--- config.mk ---
export PLATFORM = sky130hd
export DESIGN_NAME = bank_cs_decoder
export DESIGN_NICKNAME = d
export VERILOG_FILES = /design/src/rtl/csd_pkg.sv /design/src/rtl/csd_thresh_regs.sv /design/src/rtl/csd_region_cmp.sv /design/src/rtl/csd_select_fsm.sv /design/src/rtl/bank_cs_decoder.sv
export SDC_FILE = /design/constraint.sdc
export NUM_CORES = 1
export LEC_CHECK = 0
export ABC_AREA = 0
export BUFFER_PORTS_ARGS = -buffer_cell sky130_fd_sc_hd__buf_2
export CORE_MARGIN = 3
export CORE_UTILIZATION = 30
export DETAILED_ROUTE_END_ITERATION = 12
export RECOVER_POWER = 100
export SLEW_MARGIN = 20
export SYNTH_ARGS = -nofsm -noshare
export SYNTH_HDL_FRONTEND = slang
export SYNTH_HIERARCHICAL = 1
export SYNTH_SLANG_ARGS = --single-unit
--- constraint.sdc ---
create_clock -name clk -period 2 [get_ports clk]
set_input_delay 0.4 -clock clk [delete_from_list [all_inputs] [get_ports clk]]
set_output_delay 0.4 -clock clk [all_outputs]
set_load 0.01 [all_outputs]
--- src/rtl/csd_pkg.sv ---
package csd_pkg;

    // Each state value is the active-low strobe vector {io, hi, lo},
    // so the outputs are direct flop bits.
    typedef enum logic [2:0] {
        SEL_NONE   = 3'b111,
        SEL_MEM_LO = 3'b110,
        SEL_MEM_HI = 3'b101,
        SEL_IO     = 3'b011
    } sel_e;

    localparam logic CFG_SEL_HI = 1'b0;
    localparam logic CFG_SEL_IO = 1'b1;

endpackage

--- src/rtl/csd_thresh_regs.sv ---
module csd_thresh_regs
    import csd_pkg::*;
#(
    parameter int DATA_W = 8
) (
    input  logic              clk,
    input  logic              rst_n,
    input  logic              we,
    input  logic              sel,
    input  logic [DATA_W-1:0] wdata,
    output logic [DATA_W-1:0] rdata,
    output logic [DATA_W-1:0] th_hi,
    output logic [DATA_W-1:0] th_io
);

    localparam logic [DATA_W-1:0] RESET_VAL = '1;

    always_ff @(posedge clk or negedge rst_n) begin
        if (!rst_n) begin
            th_hi <= RESET_VAL;
            th_io <= RESET_VAL;
        end else if (we) begin
            if (sel == CFG_SEL_IO) th_io <= wdata;
            else                   th_hi <= wdata;
        end
    end

    always_ff @(posedge clk or negedge rst_n) begin
        if (!rst_n) rdata <= RESET_VAL;
        else        rdata <= (sel == CFG_SEL_IO) ? th_io : th_hi;
    end

    // After a write edge, the written register holds the written data.
    AST_WRITE_LANDS: assert property (@(posedge clk) disable iff (!rst_n)
        $past(we) |-> (($past(sel) == CFG_SEL_IO) ? th_io : th_hi) == $past(wdata));

endmodule

--- src/rtl/csd_region_cmp.sv ---
module csd_region_cmp
    import csd_pkg::*;
#(
    parameter int ADDR_W = 21,
    parameter int BANK_W = 8,
    parameter int RAM_W  = 9
) (
    input  logic [ADDR_W-1:0] addr,
    input  logic              valid,
    input  logic [BANK_W-1:0] th_hi,
    input  logic [BANK_W-1:0] th_io,
    output sel_e              next_sel,
    output logic              pins_gpio
);

    localparam int RAM_TAG_W = ADDR_W - RAM_W;

    logic [BANK_W-1:0]    bank;
    logic [RAM_TAG_W-1:0] ram_tag;
    logic                 in_ram;
    logic                 hi_on, io_on;
    logic                 io_hit, hi_hit, lo_hit;
    logic [BANK_W-1:0]    lo_limit;

    always_comb begin
        bank     = addr[ADDR_W-1 -: BANK_W];
        ram_tag  = addr[ADDR_W-1 -: RAM_TAG_W];
        in_ram   = &ram_tag;
        hi_on    = |th_hi;
        io_on    = |th_io;
        io_hit   = io_on && (bank >= th_io);
        hi_hit   = hi_on && (bank >= th_hi);
        lo_limit = hi_on ? th_hi : th_io;
        lo_hit   = (hi_on || io_on) && (bank < lo_limit);
        pins_gpio = !hi_on && !io_on;
    end

    always_comb begin
        if (!valid || in_ram) next_sel = SEL_NONE;
        else if (io_hit)      next_sel = SEL_IO;
        else if (hi_hit)      next_sel = SEL_MEM_HI;
        else if (lo_hit)      next_sel = SEL_MEM_LO;
        else                  next_sel = SEL_NONE;
    end

endmodule

--- src/rtl/csd_select_fsm.sv ---
module csd_select_fsm
    import csd_pkg::*;
(
    input  logic clk,
    input  logic rst_n,
    input  sel_e next_sel,
    output logic cs_lo_n,
    output logic cs_hi_n,
    output logic cs_io_n
);

    sel_e sel_q;

    always_ff @(posedge clk or negedge rst_n) begin
        if (!rst_n) sel_q <= SEL_NONE;
        else        sel_q <= next_sel;
    end

    always_comb begin
        unique case (sel_q)
            SEL_NONE:   {cs_io_n, cs_hi_n, cs_lo_n} = 3'b111;
            SEL_MEM_LO: {cs_io_n, cs_hi_n, cs_lo_n} = 3'b110;
            SEL_MEM_HI: {cs_io_n, cs_hi_n, cs_lo_n} = 3'b101;
            SEL_IO:     {cs_io_n, cs_hi_n, cs_lo_n} = 3'b011;
            default:    {cs_io_n, cs_hi_n, cs_lo_n} = 3'b111;
        endcase
    end

    // The state follows the decision made one edge earlier.
    AST_STATE_TRACKS: assert property (@(posedge clk) disable iff (!rst_n)
        sel_q == $past(next_sel));

endmodule

--- src/rtl/bank_cs_decoder.sv ---
module bank_cs_decoder
    import csd_pkg::*;
#(
    parameter int ADDR_W = 21,
    parameter int BANK_W = 8,
    parameter int RAM_W  = 9
) (
    input  logic              clk,
    input  logic              rst_n,
    input  logic              cfg_we,
    input  logic              cfg_sel,
    input  logic [BANK_W-1:0] cfg_wdata,
    output logic [BANK_W-1:0] cfg_rdata,
    input  logic [ADDR_W-1:0] fetch_addr,
    input  logic              fetch_valid,
    output logic              mem_lo_cs_n,
    output logic              mem_hi_cs_n,
    output logic              io_cs_n,
    output logic              pins_gpio
);

    localparam int RAM_TAG_W = ADDR_W - RAM_W;

    logic [BANK_W-1:0] th_hi, th_io;
    sel_e              next_sel;

    csd_thresh_regs #(.DATA_W(BANK_W)) u_regs (
        .clk   (clk),
        .rst_n (rst_n),
        .we    (cfg_we),
        .sel   (cfg_sel),
        .wdata (cfg_wdata),
        .rdata (cfg_rdata),
        .th_hi (th_hi),
        .th_io (th_io)
    );

    csd_region_cmp #(.ADDR_W(ADDR_W), .BANK_W(BANK_W), .RAM_W(RAM_W)) u_cmp (
        .addr      (fetch_addr),
        .valid     (fetch_valid),
        .th_hi     (th_hi),
        .th_io     (th_io),
        .next_sel  (next_sel),
        .pins_gpio (pins_gpio)
    );

    csd_select_fsm u_fsm (
        .clk     (clk),
        .rst_n   (rst_n),
        .next_sel(next_sel),
        .cs_lo_n (mem_lo_cs_n),
        .cs_hi_n (mem_hi_cs_n),
        .cs_io_n (io_cs_n)
    );

    AST_ONE_STROBE: assert property (@(posedge clk) disable iff (!rst_n)
        $countones({io_cs_n, mem_hi_cs_n, mem_lo_cs_n}) >= 2);

    AST_IDLE_INVALID: assert property (@(posedge clk) disable iff (!rst_n)
        !$past(fetch_valid) |-> (io_cs_n && mem_hi_cs_n && mem_lo_cs_n));

    AST_RAM_QUIET: assert property (@(posedge clk) disable iff (!rst_n)
        (&$past(fetch_addr[ADDR_W-1 -: RAM_TAG_W])) |-> (io_cs_n && mem_hi_cs_n && mem_lo_cs_n));

    AST_GPIO_QUIET: assert property (@(posedge clk) disable iff (!rst_n)
        $past(pins_gpio) |-> (io_cs_n && mem_hi_cs_n && mem_lo_cs_n));

    AST_IO_OFF: assert property (@(posedge clk) disable iff (!rst_n)
        ($past(th_io) == '0) |-> io_cs_n);

    AST_HI_BELOW: assert property (@(posedge clk) disable iff (!rst_n)
        ($past(fetch_addr[ADDR_W-1 -: BANK_W]) < $past(th_hi)) |-> mem_hi_cs_n);

endmodule

==> flow_metrics.tcl <==
set metrics [dict create \
    outcome "complete, but fails checks" \
    violations "negative setup slack" \
    hold_path_depth 2 \
    num_io_pins 46 \
    crit_family "simple AND/OR/NAND/NOR gates" \
    holdCritStartpoint "cfg_wdata[6]" \
    clk_path_buf_depth 2 \
    grt_setup_unrepaired "yes" \
    grt_pass1_wl_mm 6.59 \
    syn_area_mm2 0.00177 \
    worst_pin_slew_ns 1.41 \
    synth_seq_cells 27 \
    core-area_mm2 0.00561 \
    muxShareOfSynthArea_pct 16.9 \
    final-max-slew-violation-count 0 \
    crit_slowest_cell "dfstp_2" \
    antenna_found_initial 0 \
    rows 27 \
    postSynthAreaPerCell_um2 11.8 \
    grtUsageMet1_pct 16.0 \
    drc 0 \
    wl_per_cell_um 14.7 \
    fin_ws_ns -0.0244 \
    synth_compound_area_share_pct 11.1 \
    finalPower_w 0.00158 \
    worst_hold_path.endpoint "u_regs/th_io[6]" \
    r2r-start "u_regs/th_hi[0]" \
    max_freq_mhz 494 \
    gp_congestion 0.818 \
    cts_buffers 3 \
    antenna_left 0 \
    synth_nets 207 \
    leakagePower_nw 0.966 \
    rr_worst_depth 9 \
    yosysSeqAreaShare_pct 40.0 \
    clock-sinks 27 \
    design_area_mm2 0.00213 \
    path_depth 9 \
    grt_pass1_vias 1339 \
    nets 257 \
    clock_skew_ns 0.00113 \
    diodes 0 \
    p_per_area_mw_per_mm2 739 \
    ir_drop_mv 0.357 \
    grt_max_degree 28 \
    clock_latency_ns 0.27 \
    critPathMaxFanout 5 \
    cts_root_buffer "clkbuf_8" \
    n_fill_cell 597 \
    slowest_delay_ns 0.39 \
    drive_above_1_share_pct 49.7 \
    arrival_ns 2.22 \
    synth_xor_area_share_pct 0 \
    die_w_um 82.9 \
    hold_path.class "input pin to flop" \
    initial_core_util_pct 31.6 \
    critical_path_required_ns 2.19 \
    top_usage_layer "met2" \
    vias 1322 \
    synth-simple-area-share_pct 9.75 \
    vias_per_cell 4.88 \
    use_met2_pct 19.5 \
    path_buf_inv 0 \
    r2r_end "u_fsm/sel_q[0]" \
    h-tree-depth 1 \
    syn_inst 150 \
    start_kind "flop" \
    cts_tree "yes" \
    yosysUniqueCellTypes 32 \
    met3_usage_pct 2.98 \
    drt_wl_total_mm 3.98 \
    synth_fa_ha_area_share_pct 16.2 \
    end_kind "flop" \
    synth_top_family_by_area "multiplexers" \
    critPathKind "flop to flop" \
    path_cells "nor4_4, and2_4, a21oi_2, ha_1, a21o_1, a21oi_1, and2b_1, nor3_2, nand4_1" \
    die_h_um 82.9 \
    finalSetupViolCount 1 \
    grtUsageTotal_pct 11.9 \
    slew-limit-headroom_pct 6.10 \
    reg2reg_slack_ns -0.02 \
    area_growth_syn_to_layout_pct 20.3 \
    drtIter0Drc 57 \
    ys_warn_count 6 \
    final.period_utilization_pct 101 \
    overflow 0 \
    hold_viol_final 0 \
    min_period_ns 2.02 \
    drv_cap 0 \
    dpl.hpwl_mm 3.17 \
    clkTransAtPathRegs_ns 0.09 \
    place_area_mm2 0.00209 \
    portBuffers 36 \
    dieArea_mm2 0.00686 \
    drtPass1Iterations 4 \
]
[how the worst max path moves through the flow]
| stage | slack, ns | end | from |
|---|---|---|---|
| finish | -0.02 | u_fsm/sel_q[0] | u_regs/th_hi[0] |
| CTS | -0.03 | u_fsm/sel_q[0] | u_regs/th_hi[0] |
| floorplan | -0.02 | u_fsm/sel_q[0] | u_regs/th_hi[6] |
| global route | -0.15 | u_fsm/sel_q[0] | u_regs/th_hi[4] |
| detailed placement | -0.19 | u_fsm/sel_q[0] | u_regs/th_hi[6] |
| global placement | -0.15 | u_fsm/sel_q[0] | u_regs/th_hi[6] |
[cell usage in the layout (no fill, tap or decap), drive strengths merged, types with 2 or more instances in the layout]
master and n:
nand4 5, a21o 2, mux2 24, a21oi 12, nand2 2, nor4 4, nor2b 2, inv 18
clkbuf 14, nor2 2, o31ai 2, dfstp 27, a211oi 3, ha 23, o21ai 6, buf 37
nand3b 4
[synthesized netlist by cell type (all sizes together)]
library cell	count	area [um^2]
and3	1	11.3
a21o	2	15.0
buf	3	37.5
a22oi	1	7.51
a211oi	3	22.5
o21ai	6	30.0
inv	18	67.6
dfstp	27	709
nor4	4	37.5
o31ai	2	15.0
nor2	2	7.51
o2111a	1	11.3
nand2	2	10.0
a211o	1	8.76
a31oi	1	6.26
a21oi	12	60.1
nand2b	1	6.26
mux2	24	300
nor2b	2	20.0
and2b	1	7.51
a41o	1	10.0
ha	23	288
nand4	5	31.3
nor3	1	5.00
nand3b	4	30.0
and2	1	6.26
a221o	1	10.0
[routing by layer]
layer / up-vias / wire [um] / part of all wire, %
met2: 28 / 1880 / 47
met3: 2 / 179 / 4.5
met5: - / 0 / 0
met4: 0 / 23 / 0.58
li1: 654 / - / -
met1: 638 / 1900 / 48
[registers in the layout, summed over array words and instances (netlist names)]
| name | flops |
|---|---|
| u_regs/rdata | 8 |
| u_fsm/sel_q | 3 |
| u_regs/th_hi | 8 |
| u_regs/th_io | 8 |
[where the power goes]
| group | switching [W] | internal, W |
|---|---|---|
| logic | 0.000249 | 0.000248 |
| clock network | 0.000169 | 0.000140 |
| registers | 0.0000745 | 0.000696 |
| total | 0.000492 | 0.00108 |
[cell type report]
cell class	count	area, um^2	share of cell area (%)
Multi-Input combinational cell	102	956	44.9
Sequential cell	27	709	33.3
Timing Repair Buffer	48	262	12.3
Tap cell	72	90.1	4.23
Inverter	18	67.6	3.17
Clock buffer	3	41.3	1.94
Clock inverter	1	5.00	0.235
[worst register-to-register path: stages (launching register included)]
cell	delay, ns
dfstp_2	0.39
nor4_4	0.28
and2_4	0.22
a21oi_2	0.05
ha_1	0.29
a21o_1	0.16
a21oi_1	0.11
and2b_1	0.20
nor3_2	0.13
nand4_1	0.11
[timing repair]
item | in CTS | in global routing
gates resized for setup | 7 | 0
hold buffers | 0 | 0
endpoints found under the setup margin | 2 | 2
pin swaps | 5 | 2
cloned | 0 | 0
buffers inserted | 0 | 1
[cell families (layout without fill, tap and decap cells)]
kind of cell / after synthesis / in the layout
flip-flops: 27 / 27
AO/OA/AOI/OAI: 31 / 31
AND/OR/NAND/NOR: 24 / 24
adder cells (fa/ha/maj): 23 / 23
buffers and inverters: 21 / 70
multiplexers: 24 / 24
[stage by stage]
step	hold slack (ns)	utilization, %	worst slack (ns)	TNS (ns)	instances
finish	0.367	38.0	-0.0244	-0.0244	271
global route	0.360	38.0	-0.150	-0.205	271
CTS	0.357	38.8	-0.0252	-0.0280	270
detailed placement	0.648	37.3	-0.187	-0.187	266
global placement	0.642	37.3	-0.153	-0.153	266
floorplan	0.252	-	-0.0221	-0.0221	150
(Power assumes the default switching activity.)
